[config.mk]
export PLATFORM = sky130hd
export DESIGN_NAME = hsync_proc
export DESIGN_NICKNAME = d
export VERILOG_FILES = /design/src/rtl/hsp_pkg.sv /design/src/rtl/hsp_sync.sv /design/src/rtl/hsp_pol_detect.sv /design/src/rtl/hsp_pulse_gen.sv /design/src/rtl/hsp_clamp_gen.sv /design/src/rtl/hsync_proc.sv
export SDC_FILE = /design/constraint.sdc
export NUM_CORES = 1
export LEC_CHECK = 0
export BUFFER_PORTS_ARGS = -buffer_cell sky130_fd_sc_hd__buf_2
export CORE_ASPECT_RATIO = 1.5
export CORE_MARGIN = 2
export CORE_UTILIZATION = 47
export CTS_CLUSTER_DIAMETER = 40
export CTS_CLUSTER_SIZE = 25
export DETAILED_ROUTE_END_ITERATION = 6
export GPL_TIMING_DRIVEN = 1
export PLACE_DENSITY = 0.65
export SYNTH_ARGS = -nofsm -noshare
export SYNTH_HDL_FRONTEND = slang
export SYNTH_SLANG_ARGS = --single-unit
[constraint.sdc]
create_clock -name clk -period 6.9 [get_ports clk]
set_clock_uncertainty 0.15 [all_clocks]
set_input_delay 0.69 -clock clk [delete_from_list [all_inputs] [get_ports clk]]
set_output_delay 0.69 -clock clk [all_outputs]
set_load 0.1 [all_outputs]
[src/rtl/hsp_pkg.sv]
`timescale 1ns/1ps
package hsp_pkg;
  typedef enum logic [1:0] {
    CL_IDLE  = 2'd0,
    CL_DELAY = 2'd1,
    CL_WIN   = 2'd2
  } clamp_st_e;
endpackage

[src/rtl/hsp_sync.sv]
`timescale 1ns/1ps
module hsp_sync #(
  parameter int N_IN        = 2,
  parameter int ACT_TIMEOUT = 4096
) (
  input  logic            clk,
  input  logic            rst_n,
  input  logic [N_IN-1:0] d_in,
  output logic [N_IN-1:0] d_sync,
  output logic [N_IN-1:0] alive
);
  localparam int AGE_W = $clog2(ACT_TIMEOUT + 1);
  localparam logic [AGE_W-1:0] AGE_MAX = AGE_W'(ACT_TIMEOUT);

  for (genvar i = 0; i < N_IN; i++) begin : g_in
    logic             meta_q, stab_q, last_q;
    logic [AGE_W-1:0] age_q, age_d;

    always_comb begin
      if (stab_q != last_q)      age_d = '0;
      else if (age_q != AGE_MAX) age_d = age_q + 1'b1;
      else                       age_d = age_q;
    end

    always_ff @(posedge clk or negedge rst_n) begin
      if (!rst_n) begin
        meta_q <= 1'b0;
        stab_q <= 1'b0;
        last_q <= 1'b0;
        age_q  <= AGE_MAX;
      end else begin
        meta_q <= d_in[i];
        stab_q <= meta_q;
        last_q <= stab_q;
        age_q  <= age_d;
      end
    end

    assign d_sync[i] = stab_q;
    assign alive[i]  = (age_q != AGE_MAX);
  end
endmodule

[src/rtl/hsp_pol_detect.sv]
`timescale 1ns/1ps
module hsp_pol_detect #(
  parameter int CNT_W = 12
) (
  input  logic clk,
  input  logic rst_n,
  input  logic level,
  input  logic rise,
  output logic pol_hi
);
  localparam logic [CNT_W-1:0] CMAX = '1;

  logic [CNT_W-1:0] hi_q, lo_q, hi_d, lo_d;
  logic             pol_d;

  always_comb begin
    hi_d  = hi_q;
    lo_d  = lo_q;
    pol_d = pol_hi;
    if (rise) begin
      if (hi_q < lo_q)      pol_d = 1'b1;
      else if (hi_q > lo_q) pol_d = 1'b0;
      hi_d = CNT_W'(1);
      lo_d = '0;
    end else if (level) begin
      if (hi_q != CMAX) hi_d = hi_q + 1'b1;
    end else begin
      if (lo_q != CMAX) lo_d = lo_q + 1'b1;
    end
  end

  always_ff @(posedge clk or negedge rst_n) begin
    if (!rst_n) begin
      hi_q   <= '0;
      lo_q   <= '0;
      pol_hi <= 1'b1;
    end else begin
      hi_q   <= hi_d;
      lo_q   <= lo_d;
      pol_hi <= pol_d;
    end
  end
endmodule

[src/rtl/hsp_pulse_gen.sv]
`timescale 1ns/1ps
module hsp_pulse_gen #(
  parameter int REG_W = 8
) (
  input  logic             clk,
  input  logic             rst_n,
  input  logic             lead,
  input  logic [REG_W-1:0] width,
  input  logic             inv,
  output logic             pulse_out
);
  logic [REG_W-1:0] cnt_q, cnt_d;
  logic             cnt_en;

  assign cnt_en = lead || (cnt_q != '0);

  always_comb begin
    if (lead) cnt_d = width;
    else      cnt_d = cnt_q - 1'b1;
  end

  always_ff @(posedge clk or negedge rst_n) begin
    if (!rst_n)      cnt_q <= '0;
    else if (cnt_en) cnt_q <= cnt_d;
  end

  assign pulse_out = (cnt_q != '0) ^ inv;
endmodule

[src/rtl/hsp_clamp_gen.sv]
`timescale 1ns/1ps
module hsp_clamp_gen
  import hsp_pkg::*;
#(
  parameter int REG_W = 8
) (
  input  logic             clk,
  input  logic             rst_n,
  input  logic             lead,
  input  logic             trail,
  input  logic [REG_W-1:0] delay,
  input  logic [REG_W-1:0] len,
  output logic             window
);
  clamp_st_e        st_q, st_d;
  logic [REG_W-1:0] cnt_q, cnt_d;

  always_comb begin
    st_d  = st_q;
    cnt_d = cnt_q;
    if (lead) begin
      st_d  = CL_IDLE;
      cnt_d = '0;
    end else if (trail) begin
      if (delay == '0) begin
        st_d  = CL_WIN;
        cnt_d = len;
      end else begin
        st_d  = CL_DELAY;
        cnt_d = delay;
      end
    end else begin
      case (st_q)
        CL_DELAY: begin
          if (cnt_q <= REG_W'(1)) begin
            st_d  = CL_WIN;
            cnt_d = len;
          end else begin
            cnt_d = cnt_q - 1'b1;
          end
        end
        CL_WIN: begin
          if (cnt_q <= REG_W'(1)) begin
            st_d  = CL_IDLE;
            cnt_d = '0;
          end else begin
            cnt_d = cnt_q - 1'b1;
          end
        end
        default: begin
          st_d  = CL_IDLE;
          cnt_d = '0;
        end
      endcase
    end
  end

  always_ff @(posedge clk or negedge rst_n) begin
    if (!rst_n) begin
      st_q  <= CL_IDLE;
      cnt_q <= '0;
    end else begin
      st_q  <= st_d;
      cnt_q <= cnt_d;
    end
  end

  assign window = (st_q == CL_WIN);
endmodule

[src/rtl/hsync_proc.sv]
`timescale 1ns/1ps
module hsync_proc #(
  parameter int REG_W       = 8,
  parameter int CNT_W       = 12,
  parameter int ACT_TIMEOUT = 4096
) (
  input  logic             clk,
  input  logic             rst_n,
  input  logic             hs_a_in,
  input  logic             hs_b_in,
  input  logic             ext_clamp_in,
  input  logic             pol_force,
  input  logic             pol_user,
  input  logic             src_force,
  input  logic             src_sel,
  input  logic             ext_clamp_mode,
  input  logic [REG_W-1:0] clamp_delay,
  input  logic [REG_W-1:0] clamp_len,
  input  logic [REG_W-1:0] out_width,
  input  logic             out_pol,
  output logic             hsync_out,
  output logic             clamp_out,
  output logic             lead_strobe,
  output logic             pol_detected
);
  localparam int N_IN = 2;

  logic [N_IN-1:0] raw, syn, alive;
  logic            use_b, s_cur, s_prev, eff_pol;
  logic            lead, trail, rise, clamp_int;

  assign raw = {hs_b_in, hs_a_in};

  hsp_sync #(.N_IN(N_IN), .ACT_TIMEOUT(ACT_TIMEOUT)) u_sync (
    .clk    (clk),
    .rst_n  (rst_n),
    .d_in   (raw),
    .d_sync (syn),
    .alive  (alive)
  );

  always_comb begin
    use_b = src_force ? src_sel : (!alive[0] && alive[1]);
    s_cur = use_b ? syn[1] : syn[0];
  end

  always_ff @(posedge clk or negedge rst_n) begin
    if (!rst_n) s_prev <= 1'b0;
    else        s_prev <= s_cur;
  end

  always_comb begin
    rise    = s_cur && !s_prev;
    eff_pol = pol_force ? pol_user : pol_detected;
    lead    = eff_pol ? rise : (!s_cur && s_prev);
    trail   = eff_pol ? (!s_cur && s_prev) : rise;
  end

  hsp_pol_detect #(.CNT_W(CNT_W)) u_pol (
    .clk    (clk),
    .rst_n  (rst_n),
    .level  (s_cur),
    .rise   (rise),
    .pol_hi (pol_detected)
  );

  hsp_pulse_gen #(.REG_W(REG_W)) u_pulse (
    .clk       (clk),
    .rst_n     (rst_n),
    .lead      (lead),
    .width     (out_width),
    .inv       (out_pol),
    .pulse_out (hsync_out)
  );

  hsp_clamp_gen #(.REG_W(REG_W)) u_clamp (
    .clk    (clk),
    .rst_n  (rst_n),
    .lead   (lead),
    .trail  (trail),
    .delay  (clamp_delay),
    .len    (clamp_len),
    .window (clamp_int)
  );

  assign clamp_out   = ext_clamp_mode ? ext_clamp_in : clamp_int;
  assign lead_strobe = lead;
endmodule

---- Word level (Yosys, flattened, before mapping) ----
Index checks and enable logic that the tools add are counted.
operators by class
  equality and inequality tests ........... 11
  multiplexer cells ....................... 31
  $add $sub $neg .......................... 6
  bitwise gates (word level) .............. 1
  order comparisons ....................... 3
  reductions and logical operators ........ 19
operator list
  operator                 number
  $mux W12                 6
  $mux W13                 4
  $mux W8                  6
  $add A13 B1 Y13 const B  2
  $ne A13 B13 Y1 const B   2
  $add A12 B1 Y12 const B  2
  $ne A12 B12 Y1 const B   2
  $pmux W8 S2              1
  $sub A8 B1 Y8 const B    2
  $gt A12 B12 Y1           1
  $lt A12 B12 Y1           1
  $reduce_bool A2 Y1       6
  $mux W2                  5
  $le A8 B1 Y1 const B     1
  $logic_not A8 Y1         1
  $mux W1                  8
  $reduce_and A2 Y1        4
  $reduce_bool A8 Y1       1
  $ne A4 B2 Y1 const B     1
  $ne A4 B3 Y1 const B     1
  $pmux W2 S2              1
  $logic_and A1 B1 Y1      3
  $logic_not A1 Y1         3
  $eq A2 B1 Y1 const B     1
  other kinds (5)          6
storage, ports and cells
  input port bits ......................... 35
  logic and storage cells ................. 86
  bits in registers ....................... 76
  output and inout port bits .............. 4

---- Longest topological paths before layout ----
Gate-level depths: netlist of the first run.
  depth after elaboration ................. 10
  depth in mapped cells ................... 10
  mapped depth without buffers ............ 9

---- By module ----
Synthesis of the first run repeated with hierarchy kept, for this count alone.
unflattened totals
  cells, all modules ...................... 503
  area, all modules ....................... 4,700.8 um2
by module, submodules not included
  module          instances  area an instance (um2)  cells each
  hsp_pol_detect  1          1,659.1                 179
  hsp_sync        1          1,614.0                 161
  hsp_clamp_gen   1          804.5                   93
  hsp_pulse_gen   1          495.5                   56
  hsync_proc      1          127.6                   14

---- Worst setup path before layout of the first run ----
No wires, ideal clock.
  kind .................................... reg-to-output
  start point ............................. register u_pulse.cnt_q[0]
  end point ............................... output hsync_out
  path buffers ............................ 0
  data required time ...................... 6.060 ns
  cell stages (with the launch flop) ...... 5
  slack ................................... 3.659 ns
  arrival time ............................ 2.401 ns
  cell sequence ........................... dfrtp_1 -> inv_1 -> ha_1 -> nor4b_4 -> xnor2_1
between the ends
  word-level cells in the longest chain between the ends .. 2
ends and longest elaborated chain
  what                      line                 RTL
  start: declaration        hsp_pulse_gen.sv:12  logic [REG_W-1:0] cnt_q, cnt_d;
  start signal: assignment  hsp_pulse_gen.sv:24  else if (cnt_en) cnt_q <= cnt_d;
  $reduce_bool A8 Y1        hsp_pulse_gen.sv:27  assign pulse_out = (cnt_q != '0) ^ inv;
  $xor A1 B1 Y1             hsp_pulse_gen.sv:27
  end: declaration          hsync_proc.sv:21     output logic hsync_out,
Every way passes these cells.

---- Final worst setup path of the first run ----
  start point ............................. register u_sync.g_in[1].age_q[0]
  end point ............................... output lead_strobe
between the ends
  word-level cells in the longest chain between the ends .. 7
ends and longest elaborated chain
  what                      line              RTL
  start: declaration        hsp_sync.sv:17    logic [AGE_W-1:0] age_q, age_d;
  start signal: assignment  hsp_sync.sv:35    age_q <= age_d;
  $ne A13 B13 Y1 (*)        hsp_sync.sv:40    assign alive[i] = (age_q != AGE_MAX);
  $logic_and A1 B1 Y1 (*)   hsync_proc.sv:43  use_b = src_force ? src_sel : (!alive[0] && alive[1]);
  $mux W1 (*)               hsync_proc.sv:43
  $mux W1 (*)               hsync_proc.sv:44  s_cur = use_b ? syn[1] : syn[0];
  $logic_not A1 Y1          hsync_proc.sv:55  lead = eff_pol ? rise : (!s_cur && s_prev);
  $logic_and A1 B1 Y1       hsync_proc.sv:55
  $mux W1 (*)               hsync_proc.sv:55
  end: declaration          hsync_proc.sv:23  output logic lead_strobe,
Mark *: on every way between the ends. The rest lies on a longest branch, timed or not.

==> impl_metrics.yaml, run 1 <==
outcome:
  status: "finished, final reports clean"
grt:
  grt_usage: 0.207
  grt_start_max_net_pins: 77
  overflow: 0
  grt_pass1_vias: 3915
  grt_pass1_wl_mm: 18.2
  antenna_found_initial: 0
power_and_ir_drop:
  combPwrFrac: 0.272
  switchingPower_uw: 508
  p_int_uw: 999
  power_leakage_nw: 2.27
  p_sw_frac: 0.337
  pwr-share-clk: 0.340
  p_per_area_nw_per_um2: 281
  power_frac_seq: 0.388
  ir_drop_mv: 0.186
sta:
  rsz0062_at_grt: "no"
  finalSetupTns_ps: 0
  period_share: 0.577
  drv_slew: 0
  setup_slack_ps: 2920
  hold_violations: 0
  max_freq_mhz: 251
  slew_headroom: 0.157
  setup_viol: 0
  worst_pin_slew_ps: 1270
  finalCriticalPeriod_ps: 3980
clock_network:
  insertion_delay_ps: 330
  cts_root_buf: "clkbuf_16"
  clockBufferDepth: 2
  htreeDepth: 3
  cts_buffers: 9
  clkTransAtPathRegs_ps: 60
  cts_tree: "done"
  cts_setup_buffers: 0
  cts_sinks: 76
  ctsResizeCount: 0
  hold_buffers: 0
die:
  initial_core_util: 0.487
  num_rows: 44
  die_y_um: 127
  ioPinCount: 39
  die_width_um: 86.0
  dieArea_um2: 10900
  fp.coreArea_um2: 9740
logic_synthesis:
  avgSynthCellArea_um2: 9.14
  yosysUniqueCellTypes: 63
  syn_nets: 578
  syn_area_um2: 4750
  yosysWarnings: 0
  synth_seq_cells: 76
  synth-edff-count: 0
  synth_ff_type: "dfrtp_1"
  ys_async_sr_fraction: 1.00
  synth_top_area_share: 0.385
  syn_inst: 519
  synth_area_leaders: "dfrtp_1 (38%), ha_1 (6.3%), a21oi_1 (5.2%)"
  yosysTopAreaCell: "dfrtp_1"
  synth-seq-area-share: 0.402
worst_setup_path:
  cp_data_arrival_time_ps: 3140
  crit_path_end_kind: "output port"
  worst-setup-path-type: "register to output port"
  cp-startpoint: "u_sync.g_in[1].age_q[0]$_DFFE_PN0P_"
  crit_fanout: 15
  reg2reg_depth: 8
  startpoint_type: "register"
  required_ps: 6060
  r2r-start: "u_sync.g_in[1].age_q[0]$_DFFE_PN0P_"
layout:
  layout.nets: 613
  antenna_cells: 0
  area_delta_synth_final_pct: 12.9
  layout_common_cells: "dfrtp_1 (73), a21oi_1 (48), nand3_1 (40), inv_1 (39), nor2_1 (39)"
  layout_commonest_cell: "dfrtp_1"
  drive_gt1_frac: 0.143
  design_area_um2: 5360
drt:
  wl_met1_mm: 4.69
  routed.top_layer: "met4"
  vias_per_cell: 5.96
  wl_per_cell_um: 15.9
  drcViolationCount: 0
  dr_total_vias: 4014
  totalWireLength_mm: 10.7
  met3_length_um: 282
  dr.pass1.iters: 4
  drtAntennaViolNets: 0
  wl_met2_mm: 5.59
  drt-initial-drc-count: 232
place:
  numPortBuffers: 38
  dp_slack_ps: 3280
  place_congestion: 0.891
  dp_hpwl_mm: 7.74
  place_area_um2: 5030
min_path:
  hp-class: "register to register"
  hold_path.startpoint: "u_sync.g_in[0].meta_q$_DFF_PN0_"
  holdPathStages: 0
run:
  maxCapViolCount: 0
## power groups by stage
stage	Clock (mW)	Combinational, mW	Sequential (mW)
3_5_place_dp	0	0.408	0.591
4_1_cts	0.522	0.414	0.585
2_1_floorplan	0	0.302	0.593
5_1_grt	0.546	0.464	0.598
6_report	0.512	0.410	0.585
3_3_place_gp	0	0.397	0.590
## flip-flops by register name, summed over array words and instances, names as in the netlist
signal	flops
u_sync.g_in.age_q	26
u_pol.hi_q	12
u_pol.lo_q	12
u_clamp.cnt_q	8
u_pulse.cnt_q	8
u_clamp.st_q	2
u_sync.g_in.last_q	2
u_sync.g_in.meta_q	2
u_sync.g_in.stab_q	2
s_prev	1
u_pol.pol_hi	1
## critical path, cell delays in order, from the launching register on
cell and delay, ps:
dfrtp_1 420, inv_1 100, ha_1 210, nor4b_2 170, and3_2 220, o311a_4 410
nor2_4 300, inv_2 210, a22oi_4 390, inv_1 70, buf_2 300
## logic make-up (layout without fill, tap and decap cells)
logic type	Yosys count	count (layout)	share of synthesized area
simple gates	191	191	0.228
flops	76	76	0.402
xor+xnor	27	27	0.0498
buf+inv	54	94	0.0448
compound gates	132	132	0.179
mux	15	15	0.0337
fa+ha+maj	24	24	0.0633
## synth_stat cells (2+ instances only)
master and n:
mux2_2 2, or4_4 2, and3_1 8, inv_1 39
a21o_1 6, o21a_1 6, a21oi_1 49, nor4_1 5
clkbuf_1 7, dfstp_2 3, o31ai_1 9, o22ai_1 5
o221ai_1 4, mux2i_1 7, nand4_1 5, nor3_1 7
nor4b_2 4, dfrtp_1 73, nor2b_1 2, o21ai_0 26
nand2_1 30, a32oi_1 3, buf_2 5, or3_1 23
nand2b_1 3, xor2_1 15, xnor2_1 12, nand3_1 40
o21ai_1 7, a211oi_1 2, o211ai_1 2, or4_1 11
mux2_1 6, ha_1 24, nor2_1 39
## final cells by class
class                   instances  area [um^2]
well taps                     115          144
flip-flops and latches         76         1910
clock inverters                 5         85.1
repair buffers                 38          193
inverters                      40          150
multi-input cells             389         2640
fillers                       879         4390
clock buffers                  11          243
## worst paths after layout
path / to / slack (ps)
min: u_sync.g_in[0].stab_q$_DFF_PN0_ / 200
min in group asynchronous: u_sync.g_in[1].age_q[3]$_DFFE_PN0P_ / 360
min reg2reg: u_sync.g_in[0].stab_q$_DFF_PN0_ / 200
max: lead_strobe / 2920
max reg2reg: u_pol.lo_q[5]$_DFFE_PN0P_ / 3660
max in group asynchronous: u_sync.g_in[0].age_q[5]$_DFFE_PN0P_ / 5630
## per-layer routing
metal | up-vias | global-route usage
met4 | 0 | 0.0672
met1 | 1954 | 0.253
met5 | - | 0
li1 | 1977 | -
met2 | 69 | 0.366
met3 | 14 | 0.0336
## per-stage QoR
| stage | hold WS [ps] | utilization | power [mW] | instances |
|---|---|---|---|---|
| after floorplan | 181 | - | 0.895 | 519 |
| after global placement | 184 | 0.516 | 0.987 | 658 |
| after detailed placement | 185 | 0.516 | 1.00 | 658 |
| after CTS | 198 | 0.550 | 1.52 | 674 |
| after global routing | 202 | 0.550 | 1.61 | 674 |
| final | 198 | 0.550 | 1.51 | 674 |
Power figures use the tool's default switching activity.
==> run 2: changes to the inputs <==
--- a/config.mk
+++ b/config.mk
@@ -13,7 +13,7 @@
 export CTS_CLUSTER_SIZE = 25
 export DETAILED_ROUTE_END_ITERATION = 6
 export GPL_TIMING_DRIVEN = 1
-export PLACE_DENSITY = 0.65
+export PLACE_DENSITY = 0.68
 export SYNTH_ARGS = -nofsm -noshare
 export SYNTH_HDL_FRONTEND = slang
 export SYNTH_SLANG_ARGS = --single-unit
==> constraint.sdc (replaced) <==
create_clock -name clk -period 3.3 [get_ports clk]
set_clock_uncertainty 0.15 [all_clocks]
set_input_delay 0.33 -clock clk [delete_from_list [all_inputs] [get_ports clk]]
set_output_delay 0.33 -clock clk [all_outputs]
set_load 0.1 [all_outputs]
==> run 2 against run 1 <==
Compared with the run above: the flow now finishes with violations (negative hold slack); hold slack got worse by 210 ps; sequential share of layout area fell by 0.45 points; clock power rose by 110%; via count rose by 1.0%; largest cell class unchanged; largest power group unchanged.
==> impl_metrics.yaml, run 2 (synthesis results as in run 1) <==
die:
  ioPinCount: 39
  dieArea_um2: 10900
  initial_core_util: 0.487
  num_rows: 44
  die_width_um: 86.0
  fp.coreArea_um2: 9740
  die_y_um: 127
layout:
  largestRegisters: "u_sync.g_in.age_q: 26 flops, u_pol.hi_q: 12 flops, u_pol.lo_q: 12 flops"
  drive_gt1_frac: 0.153
  area_delta_synth_final_pct: 14.4
  regMostFlops: "u_sync.g_in.age_q"
  layout_commonest_cell: "dfrtp_1"
  antenna_cells: 0
  layout_common_cells: "dfrtp_1 (73), a21oi_1 (49), nand3_1 (40), inv_1 (39), nor2_1 (39)"
  largest_reg_flops: 26
  layout.nets: 623
sta:
  slew_headroom: 0.353
  hold_slack_ps: -12.7
  hold_violations: 8
  max_freq_mhz: 322
  finalSetupTns_ps: 0
  worst_pin_slew_ps: 968
  finalCriticalPeriod_ps: 3110
  setup_viol: 0
  period_share: 0.942
  setup_slack_ps: 192
  drv_slew: 0
  rsz0062_at_grt: "no"
worst_setup_path:
  startpoint_type: "register"
  path_cells: "inv_1 > ha_1 > nor4b_2 > nand3_2 > o311a_4 > nor3_2 > a22oi_4 > inv_1 > clkbuf_4"
  required_ps: 2820
  cp_top_family: "simple AND/OR/NAND/NOR gates"
  crit_path_end_kind: "output port"
  cp_data_arrival_time_ps: 2630
  cp_slowest_cell: "dfrtp_1"
  cp_num_buf_inv: 3
  worst-setup-path-type: "register to output port"
  cpMostUsedCell: "inv_1"
  cp-startpoint: "u_sync.g_in[0].age_q[0]$_DFFE_PN0P_"
  r2r-start: "u_sync.g_in[0].age_q[0]$_DFFE_PN0P_"
  max_stage_delay_ps: 420
  crit_fanout: 6
power_and_ir_drop:
  p_per_area_nw_per_um2: 579
  ir_drop_mv: 0.324
  power_leakage_nw: 2.31
place:
  dp_slack_ps: 365
  place_congestion: 0.856
  dp_hpwl_mm: 7.64
  numPortBuffers: 38
clock_network:
  htreeDepth: 3
  cts_sinks: 76
  clkTransAtPathRegs_ps: 60
  insertion_delay_ps: 340
  cts_root_buf: "clkbuf_16"
  cts_buffers: 9
  clockBufferDepth: 2
  cts_tree: "done"
grt:
  overflow: 0
  grt_start_max_net_pins: 77
  antenna_found_initial: 0
  grt_pass1_vias: 3959
  grt_usage: 0.205
  grt_pass1_wl_mm: 18.2
drt:
  drt-initial-drc-count: 269
  drcViolationCount: 0
  vias_per_cell: 5.93
  totalWireLength_mm: 10.6
  dr_total_vias: 4054
  wl_per_cell_um: 15.6
  drtAntennaViolNets: 0
  dr.pass1.iters: 5
outcome:
  violations: "negative hold slack"
  status: "finished, violations left"
run:
  maxCapViolCount: 0
min_path:
  hp-class: "input port to asynchronous set/reset pin"
==> run 2: cell types whose count changed in the layout (fill, tap and decap cells not counted), sizes merged <==
cell / change
clkinv: -1
clkinvlp: +1
buf: +7
inv: +1
dlygate4sd3: +2
==> run 2: stage by stage <==
| step | std cells | instance area (um^2) | power [mW] | util |
|---|---|---|---|---|
| floorplan | 519 | 4750 | 1.87 | - |
| global placement | 665 | 5080 | 2.06 | 0.521 |
| detailed placement | 665 | 5080 | 2.10 | 0.521 |
| CTS | 684 | 5430 | 3.17 | 0.557 |
| global route | 684 | 5430 | 3.33 | 0.557 |
| finish | 684 | 5430 | 3.14 | 0.557 |
==> run 2: cell type report <==
cell class                      instances  area [um^2]
Tap cell                              115          144
Clock inverter                          6         88.8
Inverter                               40          150
Timing Repair Buffer                   48          275
Multi-Input combinational cell        389         2640
Sequential cell                        76         1910
Clock buffer                           10          229
Fill cell                             868         4320
==> run 2: worst paths after layout <==
path                            depth (start not counted)                             endpoint  slack (ps)
max in group asynchronous                               1           u_pol.hi_q[11]$_DFFE_PN0P_        2400
worst min-delay path                                    1  u_sync.g_in[1].age_q[9]$_DFFE_PN0P_         -10
min in group clk                                        2         u_pulse.cnt_q[3]$_DFFE_PN0P_          50
worst min register to register                          0      u_sync.g_in[0].stab_q$_DFF_PN0_         200
worst max-delay path                                    9                          lead_strobe         190
worst max register to register                          9            u_pol.lo_q[7]$_DFFE_PN0P_         420
==> run 2: metal layers <==
metal	global-route usage	routed length, um	vias up
met1	0.251	4510	1992
li1	-	-	1984
met4	0.0831	203	0
met2	0.350	5630	61
met5	0	0	-
met3	0.0420	297	17
==> run 2: power by group <==
part / total (mW) / internal (mW) / switching [mW]
clock: 1.06 / 0.663 / 0.392
sequential: 1.23 / 1.06 / 0.163
combinational: 0.864 / 0.353 / 0.511
total: 3.14 / 2.08 / 1.07
==> run 2: repair_timing <==
| action | in CTS | in global routing |
|---|---|---|
| pin swaps | 1 | 0 |
| hold buffers | 2 | 0 |
| hold endpoints to repair | 2 | 0 |
| setup endpoints to repair | 1 | 1 |
| setup buffers | 1 | 0 |
| gates resized for setup | 0 | 1 |
